### config.mk
export PLATFORM = sky130hd
export DESIGN_NAME = cmp_timer8
export DESIGN_NICKNAME = d
export VERILOG_FILES = /design/src/rtl/timer_pkg.sv /design/src/rtl/tmr_core.sv /design/src/rtl/tmr_chan.sv /design/src/rtl/tmr_regfile.sv /design/src/rtl/cmp_timer8.sv
export SDC_FILE = /design/constraint.sdc
export NUM_CORES = 1
export LEC_CHECK = 0
export ABC_AREA = 1
export ABC_CLOCK_PERIOD_IN_PS = 1300
export BUFFER_PORTS_ARGS = -buffer_cell sky130_fd_sc_hd__clkbuf_2
export CAP_MARGIN = 15
export CORE_MARGIN = 2
export CORE_UTILIZATION = 35
export CTS_CLUSTER_SIZE = 16
export DETAILED_ROUTE_END_ITERATION = 7
export PLACE_DENSITY = 0.53
export SLEW_MARGIN = 20
export SYNTH_ARGS = -nofsm -noshare
export SYNTH_HDL_FRONTEND = slang
export SYNTH_HIERARCHICAL = 1
export SYNTH_SLANG_ARGS = --single-unit
### constraint.sdc
create_clock -name clk -period 1.3 [get_ports clk]
set_input_delay 0.065 -clock clk [delete_from_list [all_inputs] [get_ports clk]]
set_output_delay 0.065 -clock clk [all_outputs]
set_load 0.05 [all_outputs]
### src/rtl/timer_pkg.sv
package timer_pkg;

    // Output action codes of a compare channel
    typedef enum logic [1:0] {
        OUT_OFF    = 2'b00,
        OUT_TOGGLE = 2'b01,
        OUT_LOW    = 2'b10,
        OUT_HIGH   = 2'b11
    } out_mode_e;

    // Counter core state
    typedef enum logic {
        CNT_RUN      = 1'b0,
        CNT_SUPPRESS = 1'b1
    } cnt_state_e;

    localparam int ADDR_W = 3;
    localparam int NCH    = 2;
    localparam int NFLAG  = 3;
    localparam int CTRL_W = 1 + 2 * NCH;

    localparam logic [ADDR_W-1:0] A_CTRL  = 3'd0;
    localparam logic [ADDR_W-1:0] A_FORCE = 3'd1;
    localparam logic [ADDR_W-1:0] A_COUNT = 3'd2;
    localparam logic [ADDR_W-1:0] A_CMPA  = 3'd3;
    localparam logic [ADDR_W-1:0] A_CMPB  = 3'd4;
    localparam logic [ADDR_W-1:0] A_FLAGS = 3'd5;
    localparam logic [ADDR_W-1:0] A_MASK  = 3'd6;

    localparam int FLAG_OVF = 0;
    localparam int FLAG_A   = 1;
    localparam int FLAG_B   = 2;

endpackage

### src/rtl/tmr_core.sv
module tmr_core
    import timer_pkg::*;
#(
    parameter int W = 8
) (
    input  logic         clk,
    input  logic         rst_n,
    input  logic         tick,
    input  logic         load,
    input  logic [W-1:0] load_val,
    input  logic         ctc,
    input  logic [W-1:0] top,
    output logic [W-1:0] cnt,
    output logic         adv,
    output logic         cmp_ok,
    output logic         ovf_evt
);

    localparam logic [W-1:0] CNT_MAX = {W{1'b1}};

    cnt_state_e state, state_nxt;

    // next state
    always_comb begin
        state_nxt = state;
        unique case (state)
            CNT_RUN:      state_nxt = load ? CNT_SUPPRESS : CNT_RUN;
            CNT_SUPPRESS: begin
                if (load)      state_nxt = CNT_SUPPRESS;
                else if (adv)  state_nxt = CNT_RUN;
                else           state_nxt = CNT_SUPPRESS;
            end
        endcase
    end

    // state register
    always_ff @(posedge clk or negedge rst_n) begin
        if (!rst_n) state <= CNT_RUN;
        else        state <= state_nxt;
    end

    // outputs of the state machine
    always_comb begin
        adv     = tick & ~load;
        cmp_ok  = 1'b0;
        unique case (state)
            CNT_RUN:      cmp_ok = adv;
            CNT_SUPPRESS: cmp_ok = 1'b0;
        endcase
        ovf_evt = adv && (cnt == CNT_MAX);
    end

    // counter register
    always_ff @(posedge clk or negedge rst_n) begin
        if (!rst_n) begin
            cnt <= '0;
        end else if (load) begin
            cnt <= load_val;
        end else if (adv) begin
            if (ctc && (cnt == top)) cnt <= '0;
            else                     cnt <= cnt + 1'b1;
        end
    end

endmodule

### src/rtl/tmr_chan.sv
module tmr_chan
    import timer_pkg::*;
#(
    parameter int W = 8
) (
    input  logic         clk,
    input  logic         rst_n,
    input  logic [W-1:0] cnt,
    input  logic [W-1:0] cmp,
    input  logic         cmp_ok,
    input  logic [1:0]   mode,
    input  logic         force_i,
    output logic         match_evt,
    output logic         pin
);

    out_mode_e mode_e;
    logic      fire;
    logic      pin_nxt;

    always_comb begin
        mode_e    = out_mode_e'(mode);
        match_evt = cmp_ok && (cnt == cmp);
        fire      = match_evt | force_i;
        pin_nxt   = pin;
        unique case (mode_e)
            OUT_OFF:    pin_nxt = 1'b0;
            OUT_TOGGLE: pin_nxt = fire ? ~pin : pin;
            OUT_LOW:    pin_nxt = fire ? 1'b0 : pin;
            OUT_HIGH:   pin_nxt = fire ? 1'b1 : pin;
        endcase
    end

    always_ff @(posedge clk or negedge rst_n) begin
        if (!rst_n) pin <= 1'b0;
        else        pin <= pin_nxt;
    end

endmodule

### src/rtl/tmr_regfile.sv
module tmr_regfile
    import timer_pkg::*;
#(
    parameter int W = 8
) (
    input  logic              clk,
    input  logic              rst_n,
    input  logic              wr_en,
    input  logic [ADDR_W-1:0] addr,
    input  logic [W-1:0]      wdata,
    input  logic [W-1:0]      cnt,
    input  logic [NFLAG-1:0]  evt,
    output logic              ctc,
    output logic [1:0]        mode_a,
    output logic [1:0]        mode_b,
    output logic [W-1:0]      cmpa,
    output logic [W-1:0]      cmpb,
    output logic [NCH-1:0]    force_vec,
    output logic              load,
    output logic [NFLAG-1:0]  flags,
    output logic [NFLAG-1:0]  mask,
    output logic [W-1:0]      rdata
);

    logic [CTRL_W-1:0] ctrl;
    logic [NFLAG-1:0]  clr;

    assign ctc    = ctrl[0];
    assign mode_a = ctrl[2:1];
    assign mode_b = ctrl[4:3];

    always_comb begin
        load      = wr_en && (addr == A_COUNT);
        force_vec = (wr_en && (addr == A_FORCE)) ? wdata[NCH-1:0] : '0;
        clr       = (wr_en && (addr == A_FLAGS)) ? wdata[NFLAG-1:0] : '0;
    end

    always_ff @(posedge clk or negedge rst_n) begin
        if (!rst_n) begin
            ctrl  <= '0;
            cmpa  <= '0;
            cmpb  <= '0;
            mask  <= '0;
            flags <= '0;
        end else begin
            if (wr_en) begin
                case (addr)
                    A_CTRL: ctrl <= wdata[CTRL_W-1:0];
                    A_CMPA: cmpa <= wdata;
                    A_CMPB: cmpb <= wdata;
                    A_MASK: mask <= wdata[NFLAG-1:0];
                    default: ;
                endcase
            end
            flags <= evt | (flags & ~clr);
        end
    end

    always_comb begin
        case (addr)
            A_CTRL:  rdata = W'(ctrl);
            A_COUNT: rdata = cnt;
            A_CMPA:  rdata = cmpa;
            A_CMPB:  rdata = cmpb;
            A_FLAGS: rdata = W'(flags);
            A_MASK:  rdata = W'(mask);
            default: rdata = '0;
        endcase
    end

endmodule

### src/rtl/cmp_timer8.sv
module cmp_timer8
    import timer_pkg::*;
#(
    parameter int W = 8
) (
    input  logic              clk,
    input  logic              rst_n,
    input  logic              tick,
    input  logic              wr_en,
    input  logic [ADDR_W-1:0] addr,
    input  logic [W-1:0]      wdata,
    output logic [W-1:0]      rdata,
    output logic              pin_a,
    output logic              pin_b,
    output logic              irq_ovf,
    output logic              irq_cmpa,
    output logic              irq_cmpb
);

    logic [W-1:0]     cnt;
    logic             adv;
    logic             cmp_ok;
    logic             ovf_evt;
    logic             load;
    logic             ctc;
    logic [W-1:0]     cmpa, cmpb;
    logic [1:0]       mode_a, mode_b;
    logic [NCH-1:0]   force_vec;
    logic [NCH-1:0]   match_evt;
    logic [NCH-1:0]   pin_vec;
    logic [NFLAG-1:0] evt, flags, mask, irq_vec;
    logic [W-1:0]     cmp_arr  [NCH];
    logic [1:0]       mode_arr [NCH];

    assign cmp_arr[0]  = cmpa;
    assign cmp_arr[1]  = cmpb;
    assign mode_arr[0] = mode_a;
    assign mode_arr[1] = mode_b;

    tmr_regfile #(.W(W)) u_regs (
        .clk(clk), .rst_n(rst_n), .wr_en(wr_en), .addr(addr), .wdata(wdata),
        .cnt(cnt), .evt(evt), .ctc(ctc), .mode_a(mode_a), .mode_b(mode_b),
        .cmpa(cmpa), .cmpb(cmpb), .force_vec(force_vec), .load(load),
        .flags(flags), .mask(mask), .rdata(rdata)
    );

    tmr_core #(.W(W)) u_core (
        .clk(clk), .rst_n(rst_n), .tick(tick), .load(load), .load_val(wdata),
        .ctc(ctc), .top(cmpa), .cnt(cnt), .adv(adv), .cmp_ok(cmp_ok),
        .ovf_evt(ovf_evt)
    );

    for (genvar gi = 0; gi < NCH; gi++) begin : g_ch
        tmr_chan #(.W(W)) u_ch (
            .clk(clk), .rst_n(rst_n), .cnt(cnt), .cmp(cmp_arr[gi]),
            .cmp_ok(cmp_ok), .mode(mode_arr[gi]), .force_i(force_vec[gi]),
            .match_evt(match_evt[gi]), .pin(pin_vec[gi])
        );
    end

    assign evt      = {match_evt[1], match_evt[0], ovf_evt};
    assign irq_vec  = flags & mask;
    assign irq_ovf  = irq_vec[FLAG_OVF];
    assign irq_cmpa = irq_vec[FLAG_A];
    assign irq_cmpb = irq_vec[FLAG_B];
    assign pin_a    = pin_vec[0];
    assign pin_b    = pin_vec[1];

endmodule

==> summary.md <==
| Metric | Value |
|---|---|
| Status | `complete, but fails checks` |
| Failing checks | `negative setup slack` |
| Seq cells post-synth | `38` |
| Worst slew margin | `0.703` |
| Int Pwr | `3.19 mW` |
| Static leakage | `2.03 nW` |
| Routed wire length | `8740 um` |
| VDD IR max | `0.777 mV` |
| Setup ws final | `-72.9 ps` |
| Final Power | `5.69 mW` |
| Mapped Cells | `431` |
| Yosys warning count | `6` |
| Total Nets Final | `529` |
| Initial Util | `0.360` |
| Syn Std Cell Area | `2780 um2` |
| Vias/cell | `4.85` |
| Ranking of synthesized cells by area | `dfrtp_1, nand2_1, inv_1` |
| Antenna violations before repair | `0` |
| ANT cells | `0` |
| Fin Setup TNS | `-496 ps` |
| Most common cell on crit path | `nand2_1` |
| Most frequent cell after synthesis | `nand2_1` |
| Crit. End Element | `flip-flop` |
| Max Clk Rate | `728 MHz` |
| Post-synth top cells | `nand2_1, inv_1, dfrtp_1` |
| Logic pwr share | `0.544` |
| Total die area | `8670 um2` |
| Crit path largest cell delay | `440 ps` |
| Setup Skew | `11.2 ps` |
| Fin crit share | `1.06` |
| Vias | `2982` |
| Final core utilization | `0.501` |
| Port buffer count | `27` |
| Asr flop ratio synth | `1.00` |
| Switching Share | `0.439` |
| Crit start category | `flip-flop` |
| Critical path class | `flip-flop to flip-flop` |
| Crit path launch | `u_core/cnt[4]` |
| Crit Path Max Fanout | `3` |
| Largest net degree at the start of global routing | `26` |
| Yosys cell types | `28` |
| Worst skew pair latency | `290 ps` |
| Die Ht | `93.1 um` |
| Rows | `32` |
| Reg clk slew, reported paths | `80 ps` |
| Final Max Tran Viols | `0` |
| Final setup fails | `16` |
| Hpwl dp | `6390 um` |
| Power share of the clock group | `0.140` |
| Clk buf depth | `2` |
| Crit path cell chain | `buf_6, buf_6, xnor2_4, nand2_1, nor2_1, nand2_1, nand3_1, nand2_1` |
| Minimum clock period | `1370 ps` |
| First-pass DRT Iterations | `5` |
| Area share of the largest cell type after synthesis | `0.342` |
| Leading area contributor after synthesis | `dfrtp_1` |
| Worst Max-Slew Pin Slew | `445 ps` |
| Post-synth EDFFs | `0` |
| Htree depth | `2` |
| Pre-CTS setup slack | `-133 ps` |
| Net Sw Power | `2.50 mW` |
| Die width | `93.1 um` |
| Antenna-violating nets left | `0` |
| CORE AREA | `7730 um2` |
| CTS Sinks | `38` |
| Detailed Route Iter0 Violations | `173` |
| Total gr overflow | `0` |
| P per Cell Area | `1470 nW/um2` |
| R2R Path Start | `u_core/cnt[4]` |
| Root Buffer | `clkbuf_8` |
| First-pass GRT wire length | `14100 um` |
| Layout cells sized above 1 | `0.335` |
| I/O pins | `28` |
| Synth Net Count | `447` |
| Dominant synthesized flop cell | `dfrtp_1` |
| Seq pwr share | `0.317` |
| RSZ-0062 raised after global routing | `yes` |
| Max Cap Viol | `0` |
| Arr. time, crit path | `1550 ps` |
| Number of global-route vias before repair | `2772` |
| Post-DR wirelength/cell | `14.2 um` |
| GRT Util Overall | `0.211` |
| Min-delay worst type | `input port to flip-flop` |
| Final Hold Slack | `33.5 ps` |
| Worst EP required | `1480 ps` |
| Critical path's slowest cell | `dfrtp_1` |
| Mean post-synth cell area | `6.45 um2` |
| RePlAce Congestion | `0.894` |
| DRC violations left | `0` |
| Area Overhead vs Synth | `39.2%` |
| Sequential cell area fraction in the yosys report | `0.342` |
| CTS Buf Count | `5` |
| Worst hold path startpoint | `wdata[7]` |
| CTS tree | `done` |
| Final hold violation count | `0` |
-- cell type report --
class                           count  area, um2
Fill cell                         778       3860
Tap cell                          102        128
Sequential cell                    38        961
Inverter                           88        338
Multi-Input combinational cell    297       1660
Clock buffer                        7       76.3
Timing Repair Buffer               83        711
-- worst paths after layout --
kind                                    end  slack (ps)  cells after the start
min reg2reg                  u_regs/mask[0]         540                      2
max                        g_ch[1].u_ch/pin         -70                      8
max in group asynchronous    u_regs/cmpa[4]         560                      3
min in group asynchronous    u_regs/cmpb[0]         250                      2
max reg2reg                g_ch[1].u_ch/pin         -70                      8
min                          u_regs/cmpa[7]          30                      3
-- what timing repair did --
action / CTS / global route
pin swaps: 14 / 13
hold buffers: 1 / 0
endpoints found under the hold margin: 15 / 0
endpoints found under the setup margin: 20 / 21
resized for setup: 46 / 46
setup buffers: 11 / 5
-- metrics by stage --
step / cells / instance area (um2)
CTS: 610 / 3690
floorplan: 431 / 2810
detailed placement: 592 / 3360
global placement: 592 / 3360
finish: 615 / 3870
global route: 615 / 3870
-- layout by cell type (no fill, tap or decap), types with 4 or more instances in the layout --
master / count
inv_1: 64
nor2_4: 7
buf_6: 12
nand2_1: 136
inv_2: 15
clkbuf_8: 5
dfrtp_2: 8
clkinv_1: 6
nand3_1: 19
o21ai_0: 21
dfrtp_1: 30
clkbuf_2: 19
buf_8: 5
nand2_2: 18
buf_12: 4
a21oi_1: 6
nor2_1: 21
nand4_1: 13
a22oi_1: 8
o21ai_1: 7
buf_4: 42
nor2_2: 5
nand3_2: 14
-- worst max-delay path, delay by kind of cell (launching register included) --
| kind | cells | cell delay, ps |
|---|---|---|
| DFF | 1 | 440 |
| xor gates and xnor gates | 1 | 160 |
| buffers and inverters | 2 | 270 |
| and+or+nand+nor | 5 | 400 |
-- logic make-up after synthesis --
kind of cell,Yosys count,synth area share
AOI/OAI and AO/OA,47,0.0945
xor gates and xnor gates,10,0.0315
adders and majority gates,1,0.00450
buffers and inverters,96,0.136
DFF,38,0.342
and+or+nand+nor,239,0.391
-- power by group through the flow --
stage               clock (mW)  combinational [mW]  sequential [mW]
floorplan                    0                1.44             1.87
global placement             0                2.38             1.83
detailed placement           0                2.38             1.84
CTS                      0.812                2.78             1.78
global route             0.870                3.40             1.85
finish                   0.794                3.09             1.80
-- state kept, by name (all words and copies together), names as in the netlist --
register,flops
u_core/cnt,8
u_regs/ctrl,5
u_core/state,1
u_regs/cmpa,8
u_regs/cmpb,8
g_ch.u_ch/pin,2
u_regs/flags,3
u_regs/mask,3
-- routing by layer --
layer / up-vias / share of wire / global-route usage
li1: 1499 / - / -
met1: 1401 / 0.45 / 0.288
met2: 72 / 0.49 / 0.352
met3: 10 / 0.044 / 0.0338
met4: 0 / 0.016 / 0.0490
met5: - / 0 / 0
Note: power is estimated with default switching activity, not from simulation.
